`config.mk`:
```
export PLATFORM = sky130hd
export DESIGN_NAME = accm_core
export DESIGN_NICKNAME = d
export VERILOG_FILES = /design/src/rtl/accm_pkg.sv /design/src/rtl/accm_agen.sv /design/src/rtl/accm_ctrl.sv /design/src/rtl/accm_dpath.sv /design/src/rtl/accm_core.sv
export SDC_FILE = /design/constraint.sdc
export NUM_CORES = 1
export LEC_CHECK = 0
export BUFFER_PORTS_ARGS = -buffer_cell sky130_fd_sc_hd__buf_2
export CAP_MARGIN = 20
export CORE_ASPECT_RATIO = 1.75
export CORE_MARGIN = 2
export CORE_UTILIZATION = 40
export CTS_CLUSTER_DIAMETER = 150
export DETAILED_ROUTE_END_ITERATION = 8
export GPL_TIMING_DRIVEN = 0
export HOLD_SLACK_MARGIN = 0.12
export SKIP_CTS_REPAIR_TIMING = 1
export SLEW_MARGIN = 20
export SYNTH_ARGS = -nofsm -noshare
export SYNTH_HDL_FRONTEND = slang
export SYNTH_HIERARCHICAL = 1
export SYNTH_SLANG_ARGS = --single-unit
```
`constraint.sdc`:
```
create_clock -name clk -period 9.8 [get_ports clk]
set_clock_uncertainty 0.05 [all_clocks]
set_input_delay 2.94 -clock clk [delete_from_list [all_inputs] [get_ports clk]]
set_output_delay 2.94 -clock clk [all_outputs]
set_load 0.01 [all_outputs]
```
`src/rtl/accm_pkg.sv`:
```
package accm_pkg;
  localparam int WORD_W = 32;
  localparam int OPC_W  = 12;
  localparam int FLD_W  = 20;

  typedef enum logic [2:0] {
    ST_FETCH,
    ST_DECODE,
    ST_ADDR,
    ST_EXEC,
    ST_HALT
  } state_t;

  typedef logic [OPC_W-1:0] opc_t;

  localparam opc_t OP_LDM    = 12'h001;
  localparam opc_t OP_LDD    = 12'h002;
  localparam opc_t OP_LDI    = 12'h003;
  localparam opc_t OP_LDX    = 12'h004;
  localparam opc_t OP_ADX    = 12'h005;
  localparam opc_t OP_LDR    = 12'h006;
  localparam opc_t OP_LDIX   = 12'h007;
  localparam opc_t OP_DECX   = 12'h008;
  localparam opc_t OP_JMPR   = 12'h009;
  localparam opc_t OP_JPNNEG = 12'h00A;
  localparam opc_t OP_HLT    = 12'h0FF;

  function automatic logic [WORD_W-1:0] sext_fld(input logic [FLD_W-1:0] f);
    return {{(WORD_W-FLD_W){f[FLD_W-1]}}, f};
  endfunction

  // true for opcodes that keep the core running after execute
  function automatic logic opc_runs(input opc_t o);
    return (o >= OP_LDM) && (o <= OP_JPNNEG);
  endfunction
endpackage

```
`src/rtl/accm_agen.sv`:
```
module accm_agen
  import accm_pkg::*;
#(
  parameter int AW = 10
) (
  input  state_t            state,
  input  logic [WORD_W-1:0] rdata,
  input  logic [AW-1:0]     pc,
  input  logic [WORD_W-1:0] xr,
  output logic [AW-1:0]     addr,
  output logic              rd
);
  localparam int PADW = WORD_W - AW;

  opc_t              opc;
  logic [FLD_W-1:0]  fld;
  logic [WORD_W-1:0] fld_z;
  logic [WORD_W-1:0] pc_z;

  assign opc   = rdata[WORD_W-1 -: OPC_W];
  assign fld   = rdata[FLD_W-1:0];
  assign fld_z = {{(WORD_W-FLD_W){1'b0}}, fld};
  assign pc_z  = {{PADW{1'b0}}, pc};

  // effective address: fetch, first operand read in decode, pointer read in ADDR
  always_comb begin
    rd   = 1'b0;
    addr = '0;
    unique case (state)
      ST_FETCH: begin
        rd   = 1'b1;
        addr = pc;
      end
      ST_DECODE: begin
        unique case (opc)
          OP_LDD, OP_LDI: begin
            rd   = 1'b1;
            addr = AW'(fld_z);
          end
          OP_LDX, OP_ADX: begin
            rd   = 1'b1;
            addr = AW'(fld_z + xr);
          end
          OP_LDR: begin
            rd   = 1'b1;
            addr = AW'(pc_z + sext_fld(fld));
          end
          default: ;
        endcase
      end
      ST_ADDR: begin
        rd   = 1'b1;
        addr = AW'(rdata);
      end
      default: ;
    endcase
  end
endmodule

```
`src/rtl/accm_ctrl.sv`:
```
module accm_ctrl
  import accm_pkg::*;
(
  input  logic   clk,
  input  logic   rst_n,
  input  opc_t   dec_opc,
  input  opc_t   cir_opc,
  output state_t state
);
  state_t nxt;

  always_comb begin
    nxt = state;
    unique case (state)
      ST_FETCH:  nxt = ST_DECODE;
      ST_DECODE: nxt = (dec_opc == OP_LDI) ? ST_ADDR : ST_EXEC;
      ST_ADDR:   nxt = ST_EXEC;
      ST_EXEC:   nxt = opc_runs(cir_opc) ? ST_FETCH : ST_HALT;
      default:   nxt = ST_HALT;
    endcase
  end

  always_ff @(posedge clk or negedge rst_n) begin
    if (!rst_n) state <= ST_FETCH;
    else        state <= nxt;
  end
endmodule

```
`src/rtl/accm_dpath.sv`:
```
module accm_dpath
  import accm_pkg::*;
#(
  parameter int AW = 10
) (
  input  logic              clk,
  input  logic              rst_n,
  input  state_t            state,
  input  logic [WORD_W-1:0] rdata,
  output logic [AW-1:0]     pc,
  output logic [WORD_W-1:0] cir,
  output logic [WORD_W-1:0] acc,
  output logic [WORD_W-1:0] xr
);
  opc_t              opc;
  logic [WORD_W-1:0] disp;
  logic              pc_en, cir_en, acc_en, xr_en;
  logic [AW-1:0]     pc_d;
  logic [WORD_W-1:0] acc_d, xr_d;

  assign opc  = cir[WORD_W-1 -: OPC_W];
  assign disp = sext_fld(cir[FLD_W-1:0]);

  always_comb begin
    pc_en  = 1'b0;
    pc_d   = pc + AW'(1);
    acc_en = 1'b0;
    acc_d  = rdata;
    xr_en  = 1'b0;
    xr_d   = xr - WORD_W'(1);
    cir_en = (state == ST_DECODE);
    if (state == ST_FETCH) pc_en = 1'b1;
    if (state == ST_EXEC) begin
      unique case (opc)
        OP_LDM: begin
          acc_en = 1'b1;
          acc_d  = disp;
        end
        OP_LDD, OP_LDI, OP_LDX, OP_LDR: acc_en = 1'b1;
        OP_ADX: begin
          acc_en = 1'b1;
          acc_d  = acc + rdata;
        end
        OP_LDIX: begin
          xr_en = 1'b1;
          xr_d  = disp;
        end
        OP_DECX: xr_en = 1'b1;
        OP_JMPR: begin
          pc_en = 1'b1;
          pc_d  = pc + AW'(disp);
        end
        OP_JPNNEG: begin
          pc_en = ~xr[WORD_W-1];
          pc_d  = pc + AW'(disp);
        end
        default: ;
      endcase
    end
  end

  always_ff @(posedge clk or negedge rst_n) begin
    if (!rst_n) begin
      pc  <= '0;
      cir <= '0;
      acc <= '0;
      xr  <= '0;
    end else begin
      if (pc_en)  pc  <= pc_d;
      if (cir_en) cir <= rdata;
      if (acc_en) acc <= acc_d;
      if (xr_en)  xr  <= xr_d;
    end
  end
endmodule

```
`src/rtl/accm_core.sv`:
```
module accm_core
  import accm_pkg::*;
#(
  parameter int AW = 10
) (
  input  logic              clk,
  input  logic              rst_n,
  output logic              mem_rd,
  output logic [AW-1:0]     mem_addr,
  input  logic [WORD_W-1:0] mem_rdata,
  output logic [WORD_W-1:0] acc,
  output logic [AW-1:0]     pc,
  output logic              halted
);
  logic [1:0]        rst_pipe;
  logic              core_rst_n;
  state_t            st;
  logic [WORD_W-1:0] cir_q;
  logic [WORD_W-1:0] xr_q;

  // reset asserts at once, releases two edges later
  always_ff @(posedge clk or negedge rst_n) begin
    if (!rst_n) rst_pipe <= '0;
    else        rst_pipe <= {rst_pipe[0], 1'b1};
  end
  assign core_rst_n = rst_pipe[1];

  accm_ctrl u_ctrl (
    .clk     (clk),
    .rst_n   (core_rst_n),
    .dec_opc (mem_rdata[WORD_W-1 -: OPC_W]),
    .cir_opc (cir_q[WORD_W-1 -: OPC_W]),
    .state   (st)
  );

  accm_agen #(.AW(AW)) u_agen (
    .state (st),
    .rdata (mem_rdata),
    .pc    (pc),
    .xr    (xr_q),
    .addr  (mem_addr),
    .rd    (mem_rd)
  );

  accm_dpath #(.AW(AW)) u_dpath (
    .clk   (clk),
    .rst_n (core_rst_n),
    .state (st),
    .rdata (mem_rdata),
    .pc    (pc),
    .cir   (cir_q),
    .acc   (acc),
    .xr    (xr_q)
  );

  assign halted = (st == ST_HALT);
endmodule

```
## Word level (Yosys, flattened, before mapping)

Cells that the tools add are included.

- Input bits: 34
- Register bits after elaboration: 111
- Output and inout bits: 54

- Eq/ne operators: 19
- Bitwise operators: 1
- $add $sub $neg: 6
- Order comparisons: 2
- Reductions and logical operators: 9
- Muxes and demuxes: 20

Operator list:

| operator | count |
|---|---|
| 2-to-1 mux 32 bit | 3 |
| equality test 12 x 3 -> 1 bit, second input constant | 7 |
| case mux 32 bit (2 select lines) | 1 |
| case mux 10 bit (3 select lines) | 2 |
| equality test 12 x 2 -> 1 bit, second input constant | 4 |
| equality test 12 x 4 -> 1 bit, second input constant | 3 |
| adder 32 bit | 1 |
| subtractor 32 x 1 -> 32 bit, second input constant | 1 |
| adder 10 bit | 3 |
| 2-to-1 mux 10 bit | 2 |
| equality test 12 x 1 -> 1 bit, second input constant | 1 |
| greater-or-equal comparator 12 x 1 -> 1 bit, second input constant | 1 |
| less-or-equal comparator 12 x 4 -> 1 bit, second input constant | 1 |
| case mux 3 bit (4 select lines) | 1 |
| adder 10 x 1 -> 10 bit, second input constant | 1 |
| OR reduction 2 bit | 5 |
| 2-to-1 mux 1 bit | 8 |
| equality test 3 x 2 -> 1 bit, second input constant | 2 |
| OR reduction 6 bit | 1 |
| OR reduction 5 bit | 1 |
| case mux 1 bit (2 select lines) | 2 |
| equality test 3 x 1 -> 1 bit, second input constant | 1 |
| equality test 3 bit, second input constant | 1 |
| zero test 3 bit | 1 |
| 3 further kinds | 3 |

## Logic depth before layout (Yosys ltp)

Gate-level depths: netlist (run 1).

- Depth after elaboration: 4
- Depth in mapped cells: 11
- Mapped depth without buffers: 11

## By module

Netlist (run 1), hierarchy kept.

Modules (own cells, without submodules):

| module | area each (um^2) | seq. area each (um^2) | times used | cells each |
|---|---|---|---|---|
| accm_dpath | 7344.5 | 2652.5 | 1 | 843 |
| accm_agen | 1131.1 | 0.0 | 1 | 150 |
| accm_ctrl | 178.9 | 75.1 | 1 | 18 |
| accm_core | 66.3 | 50.0 | 1 | 4 |

## Worst setup path before layout (run 1)

Ideal clock, no wire load.

- Path kind: in2out
- Start: in mem_rdata[0]
- End: out mem_addr[8]
- Path buffers: 0
- Stages: 8
- Slack: 1959 ps
- Required time: 6810 ps
- Arrival: 4851 ps
- Path through: ha_1 -> fa_1 -> a211oi_1 -> o21bai_1 -> a2111oi_0 -> nor3_1 -> xnor2_1 -> o211ai_1

- Word-level cells in the longest chain between the ends: 3
- Elaborated cells on any way between the ends: 4
- Classes of those cells: 2 x add/sub; 2 x mux

Ends and longest elaborated chain:

| what | line | RTL |
|---|---|---|
| start: declaration | accm_core.sv:10 | `input logic [WORD_W-1:0] mem_rdata,` |
| adder 10 bit (on tied branches) | accm_agen.sv:46, accm_agen.sv:42 |  |
| case mux 10 bit (3 select lines) (*) | accm_agen.sv:35 | `unique case (opc)` |
| case mux 10 bit (3 select lines) (*) | accm_agen.sv:29 | `unique case (state)` |
| end: declaration | accm_core.sv:9 | `output logic [AW-1:0] mem_addr,` |

Mark *: on every way between the ends. The rest lies on a longest branch, timed or not.

## Worst setup path in the final report (run 1)

Ends and elaborated chain as after synthesis.

==> results of run 1 <==
## logic make-up (layout without fill, tap and decap cells)
group / count (synthesis) / in the layout / synth area share (%)
buf+inv: 58 / 163 / 2.57
fa+ha+maj: 64 / 64 / 9.53
simple gates: 350 / 350 / 21.0
xor+xnor: 67 / 67 / 6.73
mux: 38 / 38 / 4.82
other cells: 1 / 1 / 0.0430
compound gates: 326 / 326 / 23.4
flops: 111 / 111 / 31.9
## stage by stage
stage / total power (uW) / util [%] / cell area, um^2
floorplan: 580 / - / 8720
CTS: 1030 / 46.3 / 9910
finish: 1020 / 46.3 / 9910
detailed placement: 635 / 44.8 / 9590
global placement: 630 / 44.5 / 9520
global route: 1070 / 46.3 / 9910
## layout by cell type, fill, tap and decap left out, types with 6 or more instances in the layout
cell,instances
sky130_fd_sc_hd__nor3_1,31
sky130_fd_sc_hd__a22oi_1,12
sky130_fd_sc_hd__mux2_2,32
sky130_fd_sc_hd__o21ai_0,76
sky130_fd_sc_hd__nor2b_1,7
sky130_fd_sc_hd__o31ai_1,6
sky130_fd_sc_hd__buf_2,92
sky130_fd_sc_hd__a21o_1,16
sky130_fd_sc_hd__clkbuf_1,32
sky130_fd_sc_hd__nand2b_1,14
sky130_fd_sc_hd__nor2_1,75
sky130_fd_sc_hd__nand3_1,34
sky130_fd_sc_hd__nand2_1,99
sky130_fd_sc_hd__o21bai_1,6
sky130_fd_sc_hd__o211ai_1,9
sky130_fd_sc_hd__nand4_1,10
sky130_fd_sc_hd__a211oi_1,14
sky130_fd_sc_hd__a31oi_1,16
sky130_fd_sc_hd__xor2_1,19
sky130_fd_sc_hd__or3_1,14
sky130_fd_sc_hd__o22ai_1,6
sky130_fd_sc_hd__dfrtp_1,110
sky130_fd_sc_hd__a21oi_1,105
sky130_fd_sc_hd__a221oi_1,10
sky130_fd_sc_hd__mux2i_1,6
sky130_fd_sc_hd__ha_1,60
sky130_fd_sc_hd__inv_1,20
sky130_fd_sc_hd__nor4_1,13
sky130_fd_sc_hd__clkbuf_16,9
sky130_fd_sc_hd__a222oi_1,6
sky130_fd_sc_hd__xnor2_1,48
sky130_fd_sc_hd__or2_2,6
## how the worst min path moves through the flow
stage	from	end	slack, ns	cells past startpoint
3_5_place_dp	rst_pipe[1]$_DFF_PN0_	u_dpath/cir[15]$_DFFE_PN0N_	0.16	0
6_report	rst_pipe[1]$_DFF_PN0_	u_dpath/cir[16]$_DFFE_PN0N_	0.16	0
3_3_place_gp	rst_pipe[0]$_DFF_PN0_	rst_pipe[1]$_DFF_PN0_	0.29	0
4_1_cts	rst_pipe[1]$_DFF_PN0_	u_dpath/cir[15]$_DFFE_PN0N_	0.16	0
2_1_floorplan	rst_pipe[0]$_DFF_PN0_	rst_pipe[1]$_DFF_PN0_	0.28	0
5_1_grt	rst_pipe[1]$_DFF_PN0_	u_dpath/cir[16]$_DFFE_PN0N_	0.18	0
## registers in the layout (all words and copies together), names as in the netlist
name / cells
u_dpath/cir: 32
rst_pipe: 2
u_ctrl/state: 3
u_dpath/acc: 32
u_dpath/pc: 10
u_dpath/xr: 32
## synth_stat cells, types with 7 or more instances
library cell / instances / area share (%)
sky130_fd_sc_hd__ha_1: 60 / 8.6
sky130_fd_sc_hd__nand4_1: 10 / 0.72
sky130_fd_sc_hd__a21o_1: 16 / 1.4
sky130_fd_sc_hd__a22oi_1: 12 / 1.0
sky130_fd_sc_hd__nor3_1: 33 / 1.9
sky130_fd_sc_hd__a21oi_1: 105 / 6.0
sky130_fd_sc_hd__nor2b_1: 7 / 0.50
sky130_fd_sc_hd__xnor2_1: 48 / 4.8
sky130_fd_sc_hd__clkbuf_1: 32 / 1.4
sky130_fd_sc_hd__dfrtp_1: 111 / 32
sky130_fd_sc_hd__o21ai_0: 76 / 4.4
sky130_fd_sc_hd__a221oi_1: 10 / 1.0
sky130_fd_sc_hd__inv_1: 20 / 0.86
sky130_fd_sc_hd__nand2b_1: 14 / 1.0
sky130_fd_sc_hd__a211oi_1: 14 / 1.2
sky130_fd_sc_hd__nor2_1: 75 / 3.2
sky130_fd_sc_hd__or3_1: 14 / 1.0
sky130_fd_sc_hd__o211ai_1: 9 / 0.77
sky130_fd_sc_hd__nand2_1: 99 / 4.3
sky130_fd_sc_hd__xor2_1: 19 / 1.9
sky130_fd_sc_hd__a31oi_1: 16 / 1.1
sky130_fd_sc_hd__nand3_1: 34 / 2.0
sky130_fd_sc_hd__mux2_2: 32 / 4.1
sky130_fd_sc_hd__nor4_1: 13 / 0.93
## per-layer routing
layer	vias to the layer above	wire, um
met5	-	0
met2	250	15600
met1	4116	10700
met4	0	1230
met3	70	1280
li1	3996	-
## power by group
part | switching [uW] | total [uW] | internal [uW]
clock | 192 | 396 | 205
combinational | 88.5 | 146 | 57.0
sequential | 14.7 | 481 | 466
## layout make-up
cell class              instances  area, um^2
repair buffers                 89         490
clock inverters                 7        90.1
multi-input cells             846        5730
inverters                      21        78.8
well taps                     292         365
plain buffers                  37         145
flip-flops and latches        111        2780
clock buffers                   9         225
fillers                      2156       11500
==> metrics list, run 1 <==
- Met3 routing resource usage after global routing: 3.34%
- Maximum ir drop on the vdd rail: a little under 0.00008 V
- Cell type with the highest occurrence count on the critical path: sky130_fd_sc_hd__buf_2
- Startpoint of the lowest-slack register-to-register path: u_dpath/acc[0]$_DFFE_PN0P_
- The critical path starts at mem_rdata[0].
* Yosys cell types: a little under 80
- Worst-case register-to-register setup slack: ~6.4 ns
* Max incr delay on CP: around 0.44 ns
- In this run the critical register-to-register path is captured at u_dpath/acc[30]$_DFFE_PN0P_.
- Headroom to the max-slew limit came out at 27.3%.
- Synthesized netlist cell count: around 1000
- Cell Chain, Critical Path: buf_2 > ha_1 > fa_1 > a211oi_1 > o21bai_1 > a2111oi_0 > nor3_1 > xnor2_1 > o211ai_1 > buf_2
- Floorplan core area: about 0.021 mm^2
* Final-report max-slew violation count: 0
* Slew at the pin with the worst max-slew slack: 1.08 ns
- In the synthesized netlist the async set-or-reset flop fraction comes to 100%.
- Global routing consumed, on the met1 layer, between 20% and 30% of the routing resources.
- Counting buffers and inverters, the worst setup path is 10 cells deep.
- Total I/O pin count: between 80 and 90
* Final-layout worst hold slack: roughly 0.16 ns
- Count of antenna-violating nets left after detailed routing: 0
- DRC violation count after routing: 0
* Antenna cell count: 0
- At the end of routability-driven placement, the weighted congestion stood at around 0.92.
- The number of cells on the worst reg-to-reg path is 11.
- Share of cells above drive strength 1: approximately 16%
- STA puts the critical path data arrival time at between 5 and 6 ns.
- Clk Latency, worst-skew pair: around 0.36 ns
- Setup TNS: 0 ns
- Routed vias/inst: 5.97
* P&R area growth vs syn: 13.6%
* Fin worst setup slack: ~1.3 ns
- Initial Utilization: between 40 and 50%
* Dpl cells: ~1400
- For this design, the sink count on the clock tree is approximately 110.
- Netlist Area Pre-Place: 0.00872 mm^2
- Number of enable flip-flop cells after synthesis: 0
- For this run, the register share of the synthesized area comes to a little under a third.
* Prevailing post-synth register cell: sky130_fd_sc_hd__dfrtp_1
- Total clock buffers created by CTS: 9
- The total overflow left after global routing is 0.
- Vias: ~8400
- Prior to clock tree synthesis, the placed netlist has a worst setup slack of roughly 1.3 ns.
* Category of the worst setup path capture point: output port
- Width of the chip: 116 um
- For this run, the total global-route usage over all layers was measured as 25.7%.
- HP Class: reg2async
* Required @ worst endpoint: approximately 6.8 ns
* Pre-Repair DR Iteration Count: 5
* Dominant delay contributor by cell family on the critical path: compound AO/OA/AOI/OAI gates
- Number of core rows: 71
- Largest net degree at the start of global routing: 50
* Clock root buffer master: sky130_fd_sc_hd__clkbuf_16
* Run status: complete, no violations
- The worst setup path is launched from a primary input.
- Clock tree from TritonCTS: built
- Buf/Inv on CP: 2
* Routed length per placed instance: 20.4 um
* Period utilization: ~87%
* Number of synthesized register bits: ~110
* Met2 track demand over resource: a little under half
* Count of endpoints failing hold in the final timing report: 0
- Following the worst setup path forward leads to its endpoint at mem_addr[8].
- The analysis attributes to cell leakage a power of between 0.004 and 0.005 uW.
* Clock period minus final worst setup slack: about 8.5 ns
- In this run the most used layer during global routing was met2.
- Max-cap violations in this run came to 0.
- When the netlist entered floorplanning its net count stood at between 1000 and 1500.
* Initial antenna violation count: 0
* Number of buffers between clock root and the deepest sink: 2
- Via count of the first global-routing pass: 8272
- Based on the critical path, the design can be clocked at up to 117 MHz.
- Setup violations remaining at the end of the flow were counted as 0.
* Global-route wire length before repair: around 46 mm
- Number of nets in the layout: about 1200
- Number of port buffers: 87
- Dividing total power by cell area gives a power density of approximately 100 mW/mm^2.
* Maximum level of the CTS H-tree: 3
* Placed wire-length estimate: 22.5 mm
* Critical path fanouts, max: 7
- The first routing iteration left 625 violations.
- Averaged over all synthesized cells, the footprint is roughly 8.6 um^2.
* Count of synthesis-stage warnings from yosys: 6
* Clock transition at the register clock pins on the worst setup and hold paths after CTS: roughly 0.08 ns
- The setup path with the least slack is of type in2out.
- The finished layout holds 1412 standard cells, fillers aside.
* DIE AREA: approximately 0.023 mm^2
- Wire length reported by the detailed router: ~29 mm
- Setup repair after global routing left no endpoint under its margin.
- The slowest stage of the critical path belongs to the cell sky130_fd_sc_hd__fa_1.
* Chip Height: 199 um
Power figures use the tool's default switching activity.
==> run 2, diff against run 1 <==
--- a/config.mk
+++ b/config.mk
@@ -5,13 +5,13 @@
 export SDC_FILE = /design/constraint.sdc
 export NUM_CORES = 1
 export LEC_CHECK = 0
-export BUFFER_PORTS_ARGS = -buffer_cell sky130_fd_sc_hd__buf_2
 export CAP_MARGIN = 20
 export CORE_ASPECT_RATIO = 1.75
 export CORE_MARGIN = 2
 export CORE_UTILIZATION = 40
 export CTS_CLUSTER_DIAMETER = 150
 export DETAILED_ROUTE_END_ITERATION = 8
+export DONT_BUFFER_PORTS = 1
 export GPL_TIMING_DRIVEN = 0
 export HOLD_SLACK_MARGIN = 0.12
 export SKIP_CTS_REPAIR_TIMING = 1
==> metrics list, run 2 (synthesized netlist as in run 1, its figures left out) <==
- Run status: complete, no violations
- For this run the aggregate overflow at the end of global routing stands at 0.
- Entering global routing, the biggest net connects 51 pins.
- Clock transition at the register clock pins on the worst setup and hold paths after CTS: around 0.08 ns
* P_sw: between 200 and 300 uW
* Number of nets in the layout: 1126
* Met1 routing resource usage after global routing: 26.6%
* Overall routing resource usage: approximately a quarter
- Category of the worst setup path capture point: output port
* DIE AREA: 0.0230 mm^2
- Internal: between 700 and 800 uW
- Measured along the x axis, the die boundary spans around 120 um.
* Period utilization: between 80% and 90%
* Wire length reported by the detailed router: 29.3 mm
* Share of cells above drive strength 1: 8.33%
* Critical path class: in2out
* Pre-Repair DR Iteration Count: 5
* Met3 routing resource usage after global routing: 4.37%
- Routed length per placed instance: approximately 22 um
* Maximum ir drop on the vdd rail: between 0.00009 and 0.0001 V
- The die is ~200 um tall.
* Part of the power in registers: between 40% and 50%
- TritonCTS built the clock tree.
- Of all nets on the critical path, the largest fanout is 7.
- Maximum level of the CTS H-tree: 3
- Global-route wire length before repair: ~45 mm
- Number of fill cells in the layout: approximately 2100
- The library cell used most frequently in the layout, excluding fill and tap cells, is sky130_fd_sc_hd__dfrtp_1.
- For this run, the top clock speed supported by timing is about 120 MHz.
- Number of buffers between clock root and the deepest sink: 2
* Critical-path cell with the highest stage delay: sky130_fd_sc_hd__a2111oi_0
- Switching Fraction: between 20% and 30%
- For this run, the share of the core covered by cells in the final layout is ~44%.
* Vias: 8227
- Traced cell by cell, the critical path runs through ha_1 > fa_1 > a211oi_1 > o21bai_1 > a2111oi_0 > nor3_1 > xnor2_1 > o211ai_1.
- Setup repair after global routing left no endpoint under its margin.
- Drt first-iter violations: 625
- Buf/Inv on CP: 0
- Combinational share of power: 12.5%
* Number of core rows: 71
- Lkg Pwr: 0.00388 uW
- Routed vias/inst: between 6 and 7
- Max incr delay on CP: between 0.4 and 0.5 ns
- The max-slew violation count came to 0.
- Setup TNS: 0 ns
- Power per unit of standard cell area: ~100 mW/mm^2
- Worst Path Arrival: between 5 and 6 ns
- The core region is ~0.021 mm^2.
- Registers take between 0.002 and 0.003 mm^2.
* Placed wire-length estimate: between 20 and 25 mm
- Clock latency on the worst-skew pair, taken at its later pin, is around 0.37 ns.
- Top Registers: u_dpath/acc (32), u_dpath/cir (32), u_dpath/xr (32)
- Clock tree synthesis found a total of 111 sinks.
* Count of antenna-violating nets left after detailed routing: 0
- The worst setup path is launched from a primary input.
- HP Class: reg2async
* Count of endpoints failing hold in the final timing report: 0
- Number of port buffers: 0
* Dominant delay contributor by cell family on the critical path: compound AO/OA/AOI/OAI gates
- Multi-input logic area: roughly 0.0057 mm^2
- Measured against its own limit, the worst slew margin works out to between 30 and 40%.
- Max cap viols: 0
- The repair_antennas step left the layout with diodes totalling 0.
* Initial antenna violation count: 0
* Clock period minus final worst setup slack: just over 8 ns
* Busiest grt layer: met2
* Slew at the pin with the worst max-slew slack: approximately 1 ns
* Post-layout power: 989 uW
- Share of total power in the clock network: 38.8%
- Via count of the first global-routing pass: slightly above 8000
- Commonest cells after routing, fill and taps aside: sky130_fd_sc_hd__dfrtp_1 (110), sky130_fd_sc_hd__a21oi_1 (105), sky130_fd_sc_hd__nand2_1 (99)
* Initial Utilization: roughly two fifths
- TritonCTS created 9 clock buffers.
- In this run the clock root is driven by a sky130_fd_sc_hd__clkbuf_16.
- Global routing used between 40 and 50% of the available met2 tracks.
* Required @ worst endpoint: between 6 and 7 ns
- The area growth from synthesis to layout is 8.28%.
* Final setup violation count: 0
- DRC violation count after routing: 0
- just under 90 I/O pins were placed.
- Routability congestion estimate from global placement: 0.918
## run 2: worst reg2reg max path: stages (launching register included)
cell	delay, ns
sky130_fd_sc_hd__dfrtp_1	0.47
sky130_fd_sc_hd__ha_1	0.25
sky130_fd_sc_hd__inv_1	0.07
sky130_fd_sc_hd__fa_1	0.20
sky130_fd_sc_hd__nor2b_1	0.07
sky130_fd_sc_hd__o31a_1	0.28
sky130_fd_sc_hd__o31ai_1	0.57
sky130_fd_sc_hd__a21oi_1	0.25
sky130_fd_sc_hd__o21ai_1	0.68
sky130_fd_sc_hd__o31ai_1	0.21
sky130_fd_sc_hd__xnor2_1	0.19
sky130_fd_sc_hd__a31oi_1	0.10
## run 2: per-layer routing
| layer | part of all wire (%) | up-vias |
|---|---|---|
| met2 | 54 | 263 |
| met5 | 0 | - |
| li1 | - | 3817 |
| met4 | 4.8 | 0 |
| met3 | 5.2 | 82 |
| met1 | 36 | 4065 |
## run 2: through the flow
step / instance area, um^2 / setup slack, ns / std cells / hold WS, ns
6_report: 9440 / 1.55 / 1325 / 0.204
5_1_grt: 9440 / 1.45 / 1325 / 0.237
4_1_cts: 9440 / 1.55 / 1325 / 0.222
3_5_place_dp: 9150 / 1.55 / 1309 / 0.211
3_3_place_gp: 9090 / 1.62 / 1307 / 0.286
2_1_floorplan: 8720 / 1.96 / 1015 / 0.281
## run 2: final timing paths
path	slack, ns	depth (start not counted)	to	from
setup / recovery	1.55	8	mem_addr[8]	mem_rdata[0]
hold / removal	0.20	0	u_dpath/acc[15]$_DFFE_PN0P_	rst_pipe[1]$_DFF_PN0_
setup reg to reg	6.26	11	u_dpath/acc[28]$_DFFE_PN0P_	u_dpath/acc[0]$_DFFE_PN0P_
hold reg to reg	0.20	0	u_dpath/acc[15]$_DFFE_PN0P_	rst_pipe[1]$_DFF_PN0_
max in group asynchronous	7.42	0	rst_pipe[1]$_DFF_PN0_	rst_n
min in group clk	0.30	0	rst_pipe[1]$_DFF_PN0_	rst_pipe[0]$_DFF_PN0_
## run 2: power by group through the flow
stage	combinational, uW	sequential, uW	clock (uW)
after floorplan	90.6	489	0
after CTS	122	482	390
final	123	482	384
after detailed placement	121	491	0
after global routing	137	484	408
after global placement	110	498	0
## run 2: area by class of cell
cell class                      count  share of cell area (%)
Timing Repair Buffer                2                   0.504
Tap cell                          292                    3.87
Clock inverter                      6                   0.649
Buffer                             37                    1.54
Sequential cell                   111                    29.5
Inverter                           21                   0.835
Multi-Input combinational cell    846                    60.7
Clock buffer                       10                    2.42
